**config.mk**
```make
export PLATFORM = sky130hd
export DESIGN_NAME = blit_addr_seq
export DESIGN_NICKNAME = d
export VERILOG_FILES = /design/src/rtl/blit_pkg.sv /design/src/rtl/blit_cfg_check.sv /design/src/rtl/blit_src_step.sv /design/src/rtl/blit_addr_offset.sv /design/src/rtl/blit_addr_seq.sv
export SDC_FILE = /design/constraint.sdc
export NUM_CORES = 1
export LEC_CHECK = 0
export ABC_AREA = 1
export BUFFER_PORTS_ARGS = -buffer_cell sky130_fd_sc_hd__buf_2
export CAP_MARGIN = 20
export CORE_MARGIN = 4
export CORE_UTILIZATION = 50
export DETAILED_ROUTE_END_ITERATION = 16
export PLACE_DENSITY = 0.82
export RECOVER_POWER = 100
export SLEW_MARGIN = 5
export SYNTH_ARGS = -nofsm -noshare
export SYNTH_HDL_FRONTEND = slang
export SYNTH_SLANG_ARGS = --single-unit
```
**constraint.sdc**
```tcl
create_clock -name clk_i -period 4.2 [get_ports clk_i]
set_clock_uncertainty 0.15 [all_clocks]
set_input_delay 0.21 -clock clk_i [delete_from_list [all_inputs] [get_ports clk_i]]
set_output_delay 0.21 -clock clk_i [all_outputs]
set_load 0.1 [all_outputs]
```
**src/rtl/blit_pkg.sv**
```systemverilog
package blit_pkg;
  typedef enum logic [1:0] {
    FILL_NONE   = 2'd0,
    FILL_SIMPLE = 2'd1,
    FILL_MASK   = 2'd2
  } fill_e;

  typedef enum logic [1:0] {
    ST_IDLE = 2'd0,
    ST_SRC  = 2'd1,
    ST_DST  = 2'd2
  } seq_st_e;
endpackage

```
**src/rtl/blit_cfg_check.sv**
```systemverilog
module blit_cfg_check #(
  parameter int SW = 12
) (
  input  logic [SW-1:0] line_len_i,
  input  logic [SW-1:0] src_stride_i,
  input  logic [SW-1:0] dst_stride_i,
  input  logic          src_used_i,
  output logic          err_o
);
  logic lined;
  assign lined = (line_len_i != '0);
  assign err_o = lined && ((line_len_i > dst_stride_i) ||
                           (src_used_i && (line_len_i > src_stride_i)));
endmodule

```
**src/rtl/blit_src_step.sv**
```systemverilog
module blit_src_step #(
  parameter int AW = 24
) (
  input  logic [AW-1:0] cur_i,
  input  logic          skip_en_i,
  input  logic [1:0]    sel_i,
  input  logic [2:0]    grp_i,
  output logic [AW-1:0] nxt_o,
  output logic [2:0]    grp_o
);
  logic [3:0] grp_n;
  logic       wrap;
  assign grp_n = 4'd1 << sel_i;
  assign wrap  = skip_en_i && ({1'b0, grp_i} == grp_n - 4'd1);
  // end of a group jumps over a gap of equal size
  assign nxt_o = cur_i + (wrap ? AW'(grp_n) + AW'(1) : AW'(1));
  assign grp_o = (wrap || !skip_en_i) ? 3'd0 : grp_i + 3'd1;
endmodule

```
**src/rtl/blit_addr_offset.sv**
```systemverilog
module blit_addr_offset #(
  parameter int              AW   = 24,
  parameter logic [AW-1:0]   MASK = 24'h3FFFF0
) (
  input  logic [AW-1:0] addr_i,
  input  logic [AW-1:0] pos_i,
  input  logic [AW-1:0] neg_i,
  input  logic          en_i,
  output logic [AW-1:0] eff_o
);
  assign eff_o = en_i ? addr_i + (pos_i & MASK) - (neg_i & MASK) : addr_i;
endmodule

```
**src/rtl/blit_addr_seq.sv**
```systemverilog
module blit_addr_seq
  import blit_pkg::*;
#(
  parameter int AW      = 24,
  parameter int SW      = 12,
  parameter int CW      = 24,
  parameter int OFF_LSB = 4,
  parameter int OFF_MSB = 21
) (
  input  logic          clk_i,
  input  logic          rst_ni,
  input  logic          start_i,
  input  logic          abort_i,
  input  logic [SW-1:0] line_len_i,
  input  logic [SW-1:0] src_stride_i,
  input  logic [SW-1:0] dst_stride_i,
  input  logic [CW-1:0] count_m1_i,
  input  logic [AW-1:0] src_base_i,
  input  logic [AW-1:0] dst_base_i,
  input  logic [AW-1:0] pos_off_i,
  input  logic [AW-1:0] neg_off_i,
  input  logic          skip_en_i,
  input  logic [1:0]    skip_sel_i,
  input  logic          off_src_en_i,
  input  logic          off_dst_en_i,
  input  logic          simple_fill_i,
  input  logic          masked_fill_i,
  output logic          src_valid_o,
  input  logic          src_ready_i,
  output logic [AW-1:0] src_addr_o,
  output logic          dst_valid_o,
  input  logic          dst_ready_i,
  output logic [AW-1:0] dst_addr_o,
  output logic          busy_o,
  output logic          done_o,
  output logic          cfg_err_o,
  output logic [CW-1:0] count_o,
  output logic [AW-1:0] src_cur_o,
  output logic [AW-1:0] dst_cur_o
);
  localparam logic [AW-1:0] OFF_MASK =
    AW'(((64'd1 << (OFF_MSB + 1)) - 64'd1) ^ ((64'd1 << OFF_LSB) - 64'd1));
  localparam int SIDES = 2;

  seq_st_e       st_q;
  fill_e         mode_d, mode_q;
  logic          skip_en_q, off_src_q, off_dst_q;
  logic [1:0]    skip_sel_q;
  logic [AW-1:0] pos_q, neg_q;
  logic [SW-1:0] line_q, sstep_q, dstep_q, lpos_q;
  logic [AW-1:0] src_line_q, dst_line_q, src_cur_q, dst_cur_q;
  logic [CW-1:0] cnt_q;
  logic [2:0]    grp_q, bit_q;
  logic          done_q, cfg_err_q;

  logic          cfg_err;
  logic [AW-1:0] src_nxt;
  logic [2:0]    grp_nxt, bit_nxt;
  logic          line_end, last;
  logic [AW-1:0] src_line_nxt, dst_line_nxt;
  seq_st_e       st_after_dst;

  // simple fill wins over masked fill
  assign mode_d = simple_fill_i ? FILL_SIMPLE : (masked_fill_i ? FILL_MASK : FILL_NONE);

  blit_cfg_check #(.SW(SW)) u_cfg (
    .line_len_i  (line_len_i),
    .src_stride_i(src_stride_i),
    .dst_stride_i(dst_stride_i),
    .src_used_i  (mode_d == FILL_NONE),
    .err_o       (cfg_err)
  );

  blit_src_step #(.AW(AW)) u_step (
    .cur_i    (src_cur_q),
    .skip_en_i(skip_en_q),
    .sel_i    (skip_sel_q),
    .grp_i    (grp_q),
    .nxt_o    (src_nxt),
    .grp_o    (grp_nxt)
  );

  logic [AW-1:0] side_cur [SIDES];
  logic          side_en  [SIDES];
  logic [AW-1:0] side_eff [SIDES];
  assign side_cur[0] = src_cur_q;
  assign side_cur[1] = dst_cur_q;
  assign side_en[0]  = off_src_q;
  assign side_en[1]  = off_dst_q;

  for (genvar s = 0; s < SIDES; s++) begin : g_off
    blit_addr_offset #(.AW(AW), .MASK(OFF_MASK)) u_off (
      .addr_i(side_cur[s]),
      .pos_i (pos_q),
      .neg_i (neg_q),
      .en_i  (side_en[s]),
      .eff_o (side_eff[s])
    );
  end

  assign line_end     = (line_q != '0) && (lpos_q == line_q - SW'(1));
  assign last         = (cnt_q == '0);
  assign bit_nxt      = line_end ? 3'd0 : bit_q + 3'd1;
  assign src_line_nxt = src_line_q + AW'(sstep_q);
  assign dst_line_nxt = dst_line_q + AW'(dstep_q);

  always_comb begin
    unique case (mode_q)
      FILL_SIMPLE: st_after_dst = ST_DST;
      FILL_MASK:   st_after_dst = (bit_nxt == 3'd0) ? ST_SRC : ST_DST;
      default:     st_after_dst = ST_SRC;
    endcase
  end

  always_ff @(posedge clk_i or negedge rst_ni) begin
    if (!rst_ni) begin
      st_q       <= ST_IDLE;
      mode_q     <= FILL_NONE;
      skip_en_q  <= 1'b0;
      skip_sel_q <= '0;
      off_src_q  <= 1'b0;
      off_dst_q  <= 1'b0;
      pos_q      <= '0;
      neg_q      <= '0;
      line_q     <= '0;
      sstep_q    <= '0;
      dstep_q    <= '0;
      lpos_q     <= '0;
      src_line_q <= '0;
      dst_line_q <= '0;
      src_cur_q  <= '0;
      dst_cur_q  <= '0;
      cnt_q      <= '0;
      grp_q      <= '0;
      bit_q      <= '0;
      done_q     <= 1'b0;
      cfg_err_q  <= 1'b0;
    end else begin
      done_q    <= 1'b0;
      cfg_err_q <= 1'b0;
      unique case (st_q)
        ST_IDLE: begin
          if (start_i) begin
            if (cfg_err) begin
              cfg_err_q <= 1'b1;
            end else begin
              mode_q     <= mode_d;
              skip_en_q  <= skip_en_i;
              skip_sel_q <= skip_sel_i;
              off_src_q  <= off_src_en_i;
              off_dst_q  <= off_dst_en_i;
              pos_q      <= pos_off_i;
              neg_q      <= neg_off_i;
              line_q     <= line_len_i;
              // mask lines advance at one eighth of the destination pitch
              sstep_q    <= (mode_d == FILL_MASK) ? (dst_stride_i >> 3) : src_stride_i;
              dstep_q    <= dst_stride_i;
              lpos_q     <= '0;
              src_line_q <= src_base_i;
              dst_line_q <= dst_base_i;
              src_cur_q  <= src_base_i;
              dst_cur_q  <= dst_base_i;
              cnt_q      <= count_m1_i;
              grp_q      <= '0;
              bit_q      <= '0;
              st_q       <= (mode_d == FILL_SIMPLE) ? ST_DST : ST_SRC;
            end
          end
        end
        ST_SRC: begin
          if (abort_i) begin
            st_q <= ST_IDLE;
          end else if (src_ready_i) begin
            src_cur_q <= src_nxt;
            grp_q     <= grp_nxt;
            st_q      <= ST_DST;
          end
        end
        ST_DST: begin
          if (abort_i) begin
            st_q <= ST_IDLE;
          end else if (dst_ready_i) begin
            cnt_q <= cnt_q - CW'(1);
            bit_q <= bit_nxt;
            if (line_end) begin
              dst_line_q <= dst_line_nxt;
              dst_cur_q  <= dst_line_nxt;
              src_line_q <= src_line_nxt;
              src_cur_q  <= src_line_nxt;
              lpos_q     <= '0;
              grp_q      <= '0;
            end else begin
              dst_cur_q <= dst_cur_q + AW'(1);
              lpos_q    <= lpos_q + SW'(1);
            end
            if (last) begin
              st_q   <= ST_IDLE;
              done_q <= 1'b1;
            end else begin
              st_q <= st_after_dst;
            end
          end
        end
        default: st_q <= ST_IDLE;
      endcase
    end
  end

  assign src_valid_o = (st_q == ST_SRC);
  assign dst_valid_o = (st_q == ST_DST);
  assign src_addr_o  = side_eff[0];
  assign dst_addr_o  = side_eff[1];
  assign busy_o      = (st_q != ST_IDLE);
  assign done_o      = done_q;
  assign cfg_err_o   = cfg_err_q;
  assign count_o     = cnt_q;
  assign src_cur_o   = src_cur_q;
  assign dst_cur_o   = dst_cur_q;
endmodule

```
; After elaboration in Yosys (flattened, before gate mapping)
; Cells that the tools add are included.
[word_totals]
reg_bits = 229
latch_bits = 0
ram_bits = 0
romBits = 0
inputBits = 169
out_inout_bits = 125
elab_cells = 145
mem_count = 0
[op_classes]
n_addsub = 15
mul = 0
div = 0
magnitude_cmp = 2
n_eq_ne = 17
n_shift = 1
muxes = 67
n_bitwise = 1
reduce_logical = 21
[ops]
columns = cell, n
row1 = $mux W24, 22
row2 = $pmux W24 S2, 4
row3 = $mux W12, 6
row4 = $pmux W24 S3, 1
row5 = $add A24 B12 Y24, 2
row6 = $add A24 B22 Y24, 2
row7 = $sub A24 B22 Y24, 2
row8 = $mux W3, 11
row9 = $add A24 B1 Y24 const B, 1
row10 = $add A24 B24 Y24, 1
row11 = $gt A12 B12 Y1, 2
row12 = $logic_not A24 Y1, 1
row13 = $pmux W12 S2, 1
row14 = $reduce_bool A12 Y1, 2
row15 = $sub A24 B1 Y24 const B, 1
row16 = $mux W2, 11
row17 = $add A12 B1 Y12 const B, 1
row18 = $eq A12 B12 Y1, 1
row19 = $sub A12 B1 Y12 const B, 1
row20 = $pmux W3 S3, 1
row21 = $ne A2 B2 Y1 const B, 4
row22 = $reduce_and A8 Y1, 1
row23 = $mux W1, 7
row24 = $add A3 B1 Y3 const B, 2
row25 = 23 further kinds, 36

; Logic depth before layout (Yosys ltp)
; Gate-level depths: netlist (run 1).
[logic_depth]
depth_word = 11
ltp_mapped = 23

; Cells and area by module
; A second synthesis (run 1) with hierarchy kept.
[unflattened]
hier_cells = 3223
hier_area_um2 = 20657.3
[modules_own_cells]
columns = module, instances, cells_each, area_each_um2, seq_area_each_um2
row1 = blit_addr_seq, 1, 1945, 13847.0, 5830.6
row2 = blit_addr_offset at g_off[0].u_off, 1, 478, 2532.4, 0.0
row3 = blit_addr_offset at g_off[1].u_off, 1, 478, 2492.4, 0.0
row4 = blit_src_step, 1, 196, 1046.0, 0.0
row5 = blit_cfg_check, 1, 126, 739.5, 0.0

; Worst setup path before layout (run 1)
; No wires, ideal clock.
[synth_path]
path_type = register to output
from = register src_cur_q[5] (netlist: src_cur_o[5])
to = output port src_addr_o[14]
arrival_time_ps = 5336
slack_ps = -1496
stages_incl_launch_ff = 12
n_path_buf = 0
path_cell_list = dfrtp_1 -> inv_1 -> fa_1 -> inv_1 -> ha_1 -> a21oi_1 -> a21boi_0 -> o21ai_0 -> a21oi_1 -> o21bai_1 -> xnor2_1 -> o21ai_0
[synth_via]
elab_chain_len = 3
[synth_rtl]
columns = element, line_no
row1 = "start, declared", blit_addr_seq.sv:51  ; logic [AW-1:0] src_line_q, dst_line_q, src_cur_q, dst_cur_q;
row2 = "start signal, assigned", blit_addr_seq.sv:161  ; src_cur_q <= src_base_i;
row3 = "start signal, assigned", blit_addr_seq.sv:174  ; src_cur_q <= src_nxt;
row4 = "start signal, assigned", blit_addr_seq.sv:189  ; src_cur_q <= src_line_nxt;
row5 = $add A24 B22 Y24, blit_addr_offset.sv:11  ; assign eff_o = en_i ? addr_i + (pos_i & MASK) - (neg_i & MASK) : addr_i;
row6 = $sub A24 B22 Y24, blit_addr_offset.sv:11
row7 = $mux W24, blit_addr_offset.sv:11
row8 = "end, declared", blit_addr_seq.sv:30  ; output logic [AW-1:0] src_addr_o,
; No other way between the ends.

; Worst setup path in the final report (run 1)
[layout_path]
from = register src_cur_q[16] (netlist: src_cur_o[16])
to = output port src_addr_o[23]
; The elaborated chain is that of the path after synthesis.

==> impl_metrics.ini, run 1 <==
[critical_path]
timing.rr.start = st_q[0]$_DFFE_PN0P_
crit_path_end = src_addr_o[23]
endpoint_kind = output pin
crit_type = flip-flop to output pin
rr_worst_depth = 9
start_kind = flip-flop
cpPeakStageDelay_ns = 0.59
worstSetupStartpoint = src_cur_o[16]$_DFFE_PN0P_
slowest_stage = fa_1
path_max_fanout = 5
path_cells = inv_1 > fa_1 > inv_1 > ha_1 > a21oi_1 > o21ai_0 > a211oi_1 > nand3_1 > a21oi_1 > o21ai_2 > xor2_4 > buf_12
worstPathArrival_ns = 3.82
reg2reg_to = dst_line_q[4]$_DFFE_PN0P_
reg2reg_setup_slack_ns = 0.29
worstPathRequired_ns = 3.84

[placement]
routabilityCongestion = 0.9868
dp.final_hpwl_mm = 49.22
port-buffer-count = 281

[cts]
cts-buffers-inserted = 27
cts_tree = yes
clockBufferDepth = 3
htreeDepth = 1
clock-sinks = 221
clockRootBuffer = clkbuf_16
clk_pin_slew_ns = 0.06
insertion_delay_ns = 0.57

[layout]
final_layout_size_suffix_gt1_share_pct = 12.10
fillCellCount = 3245
register_area_um2 = 5547
synthToLayoutAreaGrowth_pct = 26.24
multiInputGateArea_um2 = 11530
nets = 3458

[global_route]
grt_max_degree = 103
grtUsageTotal_pct = 32.29
antenna_found_initial = 0
first_global_vias = 19700
grt_overflow_total = 0
grt_pass1_wl_mm = 103.5

[sta]
slew_headroom_pct = -40.02
maxSlewViolCount = 78
finalCriticalPeriod_ns = 4.176
worst_pin_slew_ns = 2.100
finalSetupViolCount = 0
tns_ns = 0
finalHoldViolations = 0
period_share_pct = 99.44
timing.hold.ws_ns = 0.02887
clock.fmax_ghz = 0.2394

[logic_synthesis]
yosys.area.top_type = dfrtp_1
synthCells = 2711
synthesis.area_um2 = 18450
yosysWarnings = 0
yosys.cell_types.count = 47
synthTopCellsByArea = dfrtp_1, nand2_1, o21ai_0, ha_1, inv_1
yosys_register_bits = 221
synth_flop_cell = dfrtp_1
avgSynthCellArea_um2 = 6.804
async_reset_ff_share_pct = 100.0
synth_fp_nets = 3031
synth_seq_area_share_pct = 29.98
synth_edf_count = 0
synth_top_area_share_pct = 29.98

[route]
vias_per_cell = 5.632
wire_per_inst_um = 18.29
drt_iter0_markers = 1825
dr.pass1.iters = 7
wirelength_mm = 66.35
ant_nets = 0
drc = 0
dr_total_vias = 20430

[floorplan]
start_util_pct = 50.50
rows = 70
io_pins = 294
dieArea_um2 = 40030
core_area_um2 = 36520
fp.dieH_um = 200.1
fp.dieW_um = 200.1

[run_status]
status = finished with violations
failed_checks = max-capacitance violations, max-slew violations

[min_path]
hp-class = primary input to flip-flop

[run]
maxCapViolCount = 2
cell usage after synthesis (15+ instances only):
cell type / instances
nand3_1: 165
ha_1: 112
a21oi_1: 149
dfrtp_1: 221
clkbuf_1: 54
nor3_1: 28
inv_1: 343
o21ai_0: 294
xnor2_1: 22
o21a_1: 15
nand2_1: 758
fa_1: 39
nand4_1: 39
xor2_1: 70
buf_2: 16
nor2_1: 232
area by class of cell:
class	instances	area share [%]
sequential	221	23.82
clock buffer	39	3.353
clock inverter	10	0.6716
timing repair buffer	483	14.53
tap	468	2.515
inverter	347	5.593
multi-input combinational	2058	49.51
antenna	1	0.01075
through the flow:
| step | setup WS [ns] | utilization [%] | cell area (um2) | cells |
|---|---|---|---|---|
| final | 0.02367 | 63.76 | 23290 | 3627 |
| after global routing | -0.03275 | 63.75 | 23280 | 3626 |
| after global placement | 0.4581 | 56.54 | 20650 | 3405 |
| after CTS | 0.007812 | 63.77 | 23290 | 3619 |
| after detailed placement | 0.3486 | 56.54 | 20650 | 3405 |
| after floorplan | -0.2168 | - | 18660 | 2711 |
critical path, delay by kind of cell, from the launching register on:
kind / cells / cell delay, ns
AND/OR/NAND/NOR: 1 / 0.19
XOR/XNOR: 1 / 0.18
AO/OA/AOI/OAI: 5 / 1.09
flip-flops: 1 / 0.42
buffers and inverters: 3 / 0.42
adder cells (fa/ha/maj): 2 / 0.96
sequential cells by signal, summed over array words and instances, names as in the netlist, 18 cells and up:
signal and flops:
count_o 24, dst_cur_o 24, dst_line_q 24, neg_q 18, pos_q 18, src_cur_o 24
src_line_q 24
cells in the final DEF, fill, tap and decap left out, types with 15 or more instances in the layout:
master,instances
inv_1,342
nor2_1,230
clkbuf_1,93
nand2_1,756
o21a_1,15
nand3_1,166
nand4_1,39
a21oi_1,140
fa_1,39
dfrtp_1,208
xnor2_1,22
o21ai_2,28
buf_2,157
clkbuf_2,20
dlygate4sd3_1,165
ha_1,111
buf_4,33
xor2_1,68
clkbuf_16,27
nor3_1,27
o21ai_0,253
worst min-delay path by stage:
| stage | endpoint | from | slack (ns) | depth (start not counted) |
|---|---|---|---|---|
| 2_1_floorplan | bit_q[0]$_DFFE_PN0P_ | rst_ni | -0.24 | 0 |
| 3_3_place_gp | sstep_q[0]$_DFFE_PN0P_ | rst_ni | 0.1 | 1 |
| 3_5_place_dp | sstep_q[3]$_DFFE_PN0P_ | rst_ni | 0.09 | 1 |
| 4_1_cts | dst_cur_o[3]$_DFFE_PN0P_ | dst_base_i[3] | 0.02 | 5 |
| 5_1_grt | dst_cur_o[3]$_DFFE_PN0P_ | dst_base_i[3] | 0.09 | 5 |
| 6_report | dst_cur_o[3]$_DFFE_PN0P_ | dst_base_i[3] | 0.03 | 5 |
cell families (layout without fill, tap and decap cells):
group / after synthesis / after routing / share of synthesized area (%)
simple gates: 1276 / 1276 / 28.82
mux: 1 / 1 / 0.05427
xor+xnor: 92 / 92 / 4.368
fa+ha+maj: 151 / 151 / 11.83
compound gates: 537 / 537 / 15.72
flops: 221 / 221 / 29.98
buf+inv: 432 / 879 / 9.205
other cells: 1 / 2 / 0.02033
routing by layer:
layer  vias to the layer above  share of wire [%]  global-route usage [%]
li1                       9671                  -                       -
met1                      9546                 41                   43.25
met2                      1019                 47                   53.52
met3                       191                8.4                   4.800
met4                         0                4.2                   11.75
met5                         -                  0                       0
what timing repair did:
action                                 in CTS  in global routing
hold buffers                              165                  0
resized for setup                          23                 49
pin swaps                                   0                  2
endpoints found under the hold margin     273                  0
buffers inserted                            0                  6
setup endpoints to repair                  17                 32
Power of run 1 is left out: the tool's default activity adds up to more than one toggle a clock period on the data nets, which glitch-free logic cannot reach.
==> inputs of run 2 (changes only) <==
--- a/config.mk
+++ b/config.mk
@@ -11,8 +11,8 @@
 export CORE_MARGIN = 4
 export CORE_UTILIZATION = 50
 export DETAILED_ROUTE_END_ITERATION = 16
+export HOLD_SLACK_MARGIN = 0.05
 export PLACE_DENSITY = 0.82
-export RECOVER_POWER = 100
 export SLEW_MARGIN = 5
 export SYNTH_ARGS = -nofsm -noshare
 export SYNTH_HDL_FRONTEND = slang
==> impl_metrics.ini, run 2 (synthesis gave the netlist of run 1 again) <==
[critical_path]
path_cells = inv_1 > fa_1 > inv_1 > ha_1 > a21oi_1 > o21ai_0 > a211oi_1 > nand3_1 > a21oi_1 > o21ai_2 > xor2_4 > buf_12
timing.rr.start = skip_sel_q[1]$_DFFE_PN0P_
worstPathArrival_ns = 3.79
path_max_fanout = 5
worstPathRequired_ns = 3.84
worstSetupStartpoint = src_cur_o[16]$_DFFE_PN0P_
start_kind = flip-flop
cpPeakStageDelay_ns = 0.59
slowest_stage = fa_1
crit_type = flip-flop to output pin
endpoint_kind = output pin

[layout]
final_layout_size_suffix_gt1_share_pct = 14.93
layout.cells.non_filler = 3637
final_cell_mix = nand2_1, inv_1, buf_2
final_common_cell = nand2_1
nets = 3468
fillCellCount = 3159
multiInputGateArea_um2 = 11550
synthToLayoutAreaGrowth_pct = 27.92
register_area_um2 = 5547

[global_route]
grt_overflow_total = 0
first_global_vias = 19750
grt_max_degree = 103
grtUsageTotal_pct = 32.44
antenna_found_initial = 0
grt_pass1_wl_mm = 103.9

[placement]
port-buffer-count = 281
dp.final_hpwl_mm = 49.22
routabilityCongestion = 0.9868
post-place-cells = 3405

[sta]
maxSlewViolCount = 0
finalHoldViolations = 0
worst_pin_slew_ns = 1.069
slew_headroom_pct = 28.62
finalSetupViolCount = 0
finalCriticalPeriod_ns = 4.154
period_share_pct = 98.90
clock.fmax_ghz = 0.2407

[cts]
clk_pin_slew_ns = 0.06
cts-buffers-inserted = 27
clock-sinks = 221
insertion_delay_ns = 0.57
clockBufferDepth = 3
htreeDepth = 1
cts_tree = yes
clockRootBuffer = clkbuf_16

[route]
ant_nets = 0
vias_per_cell = 5.605
dr_total_vias = 20380
wire_per_inst_um = 18.28
drt_iter0_markers = 1726
drc = 0
dr.pass1.iters = 6
wirelength_mm = 66.48

[floorplan]
rows = 70
fp.dieH_um = 200.1
start_util_pct = 50.50
io_pins = 294
core_area_um2 = 36520
fp.dieW_um = 200.1
dieArea_um2 = 40030

[min_path]
hp-class = primary input to async pin

[run_status]
status = completed

[run]
maxCapViolCount = 0
## run 2: final timing paths
kind / endpoint / cells after the start / slack [ns]
setup / recovery: src_addr_o[23] / 12 / 0.05
hold / removal: sstep_q[3]$_DFFE_PN0P_ / 2 / 0.07
setup reg to reg: src_cur_o[18]$_DFFE_PN0P_ / 19 / 0.37
hold reg to reg: src_line_q[3]$_DFFE_PN0P_ / 2 / 0.32
max in group asynchronous: src_cur_o[12]$_DFFE_PN0P_ / 3 / 2.70
min in group clk_i: st_q[1]$_DFFE_PN0P_ / 7 / 0.17
## run 2: routing by layer
layer,wire [um],track usage [%]
met5,0,0
met4,2787,11.75
met3,5586,4.901
met2,31220,53.78
met1,26880,43.41
## run 2: metrics by stage
stage	TNS (ns)	setup slack (ns)	utilization (%)	area (um2)	hold WS, ns
after floorplan	-0.2528	-0.2168	-	18660	-0.2356
after global placement	0	0.4581	56.54	20650	0.09844
after detailed placement	0	0.3486	56.54	20650	0.09452
after CTS	0	0.007812	64.05	23390	0.08837
after global routing	-0.06199	-0.03090	64.60	23590	0.1286
final	0	0.04620	64.60	23600	0.07159
## run 2: timing repair
item | CTS | global route
setup buffers | 0 | 6
setup endpoints to repair | 17 | 32
resized for setup | 23 | 49
hold buffers | 175 | 0
pin swaps | 0 | 2
hold endpoints to repair | 274 | 0
## run 2: final cells by class
type	count	share of cell area, %
diodes	1	0.01061
clock buffers	39	3.309
clock inverters	10	0.6628
inverters	347	5.520
multi-input cells	2058	48.94
flip-flops and latches	221	23.51
well taps	468	2.482
repair buffers	493	15.56
## run 2: critical path: cells and delay by family (launching register included)
kind | cells | cell delay [ns]
adders and majority gates | 2 | 0.96
AOI/OAI and AO/OA | 5 | 1.08
buffers and inverters | 3 | 0.41
xor gates and xnor gates | 1 | 0.18
and+or+nand+nor | 1 | 0.19
DFF | 1 | 0.41
Power of run 2 is left out for the same reason.
==> inputs of run 3 (changes only) <==
--- a/config.mk
+++ b/config.mk
@@ -8,12 +8,13 @@
 export ABC_AREA = 1
 export BUFFER_PORTS_ARGS = -buffer_cell sky130_fd_sc_hd__buf_2
 export CAP_MARGIN = 20
-export CORE_MARGIN = 4
+export CORE_MARGIN = 2
 export CORE_UTILIZATION = 50
 export DETAILED_ROUTE_END_ITERATION = 16
 export HOLD_SLACK_MARGIN = 0.05
-export PLACE_DENSITY = 0.82
+export PLACE_DENSITY = 0.81
 export SLEW_MARGIN = 5
 export SYNTH_ARGS = -nofsm -noshare
 export SYNTH_HDL_FRONTEND = slang
+export SYNTH_HIERARCHICAL = 1
 export SYNTH_SLANG_ARGS = --single-unit
==> impl_metrics.ini, run 3 <==
[placement]
dp.final_hpwl_mm = 48.55
routabilityCongestion = 1.019
port-buffer-count = 281

[route]
wirelength_mm = 67.94
dr.pass1.iters = 7
dr_total_vias = 22000
wire_per_inst_um = 16.43
drt_iter0_markers = 2021
ant_nets = 0
drc = 0
vias_per_cell = 5.320

[sta]
slew_headroom_pct = 29.74
finalCriticalPeriod_ns = 3.962
timing.hold.ws_ns = 0.07472
rsz0062_at_grt = no
maxSlewViolCount = 0
finalHoldViolations = 0
clock.fmax_ghz = 0.2524
period_share_pct = 94.33
finalSetupViolCount = 0
worst_pin_slew_ns = 1.052

[logic_synthesis]
synth_fp_nets = 3493
synthCells = 3175
avgSynthCellArea_um2 = 6.369
yosysWarnings = 6
synthesis.area_um2 = 20220

[min_path]
hp-class = primary input to flip-flop
hp-start = dst_base_i[13]

[floorplan]
start_util_pct = 50.78
dieArea_um2 = 42070
fp.dieW_um = 205.1
io_pins = 294
core_area_um2 = 39820
rows = 73
fp.dieH_um = 205.1

[critical_path]
slowest_stage = fa_1
path_max_fanout = 6
path_common_cell = nand2_1
endpoint_kind = output pin
crit_type = flip-flop to output pin
worstPathRequired_ns = 3.84
cpPeakStageDelay_ns = 0.57
cp_num_buf_inv = 4
timing.rr.start = line_q[0]$_DFFE_PN0P_
path_cells = inv_1 > fa_1 > inv_1 > ha_1 > nand2_2 > inv_1 > a21oi_2 > nand2_1 > nand2_1 > nand3_1 > nand2_1 > nand3_1 > nand2_1 > buf_2
start_kind = flip-flop
critPathTopFamily = adder cells
worstSetupStartpoint = dst_cur_o[11]$_DFFE_PN0P_
worstPathArrival_ns = 3.60

[cts]
htreeDepth = 1
cts_tree = yes
clk_pin_slew_ns = 0.06
clockBufferDepth = 3
cts_resized = 0
insertion_delay_ns = 0.56
cts-buffers-inserted = 27
clockRootBuffer = clkbuf_16
clock-sinks = 221

[layout]
final_common_cell = nand2_1
synthToLayoutAreaGrowth_pct = 21.98
final_cell_mix = nand2_1, inv_1, buf_2
nets = 3904
final_layout_size_suffix_gt1_share_pct = 12.90

[global_route]
grt_overflow_total = 0
antenna_found_initial = 7
grtUsageTotal_pct = 32.21
grt_pass1_wl_mm = 107.9
grt_max_degree = 94
first_global_vias = 20940

[run]
maxCapViolCount = 0

[run_status]
status = completed
[run 3: changes by cell type in the layout (fill, tap and decap cells not counted), moves of 20 or more]
cell / previous run / this run
inv_1: 342 / 519
o21ai_0: 251 / 147
xor2_1: 68 / 42
nand2_1: 756 / 1084
nand3_1: 165 / 185
buf_2: 258 / 280
nor2_1: 228 / 270
nand3b_1: 9 / 36
[run 3: final cells by class]
cell class / instances / area [um2]
clock buffer: 34 / 742.0
inverter: 538 / 2022
sequential: 221 / 5530
clock inverter: 13 / 175.2
fill: 3536 / 15160
timing repair buffer: 465 / 3203
antenna: 7 / 17.52
tap: 525 / 656.9
multi-input combinational: 2333 / 12320
[run 3: final timing paths]
check                                             end  slack [ns]  cells after the start
setup / recovery                       dst_addr_o[21]        0.24                     14
hold / removal             dst_line_q[13]$_DFFE_PN0P_        0.07                      4
setup reg to reg           src_line_q[19]$_DFFE_PN0P_        0.68                     14
hold reg to reg            src_line_q[11]$_DFFE_PN0P_        0.33                      2
max in group asynchronous   src_cur_o[23]$_DFFE_PN0P_        2.68                      3
min in group asynchronous    dst_cur_o[2]$_DFFE_PN0P_        0.13                      2
[run 3: timing repair]
item | CTS | global route
setup endpoints to repair | 0 | 0
hold buffers | 157 | 0
setup buffers | 0 | 0
endpoints found under the hold margin | 286 | 0
[run 3: routing by layer]
metal	GRT usage [%]	vias to the layer above	share of wire, %
met1	41.39	9994	41
met3	4.279	222	8.3
met5	0	-	0
li1	-	10710	-
met2	53.57	1074	46
met4	15.44	0	5.4
[run 3: through the flow]
step	setup TNS, ns	instances	utilization, %	instance area, um2	setup WS [ns]
5_1_grt	0	4134	61.93	24660	0.006129
3_3_place_gp	0	3925	55.65	22160	0.8883
3_5_place_dp	0	3925	55.65	22160	0.8254
4_1_cts	0	4129	61.90	24650	0.2924
2_1_floorplan	-0.1702	3175	-	20260	-0.09470
6_report	0	4136	61.94	24670	0.2381
[run 3: worst min-delay path: stages]
cell and delay (ns):
buf_2 0.09, a21oi_1 0.12, and3_1 0.23, nor2_1 0.08
Power of run 3 is left out for the same reason.
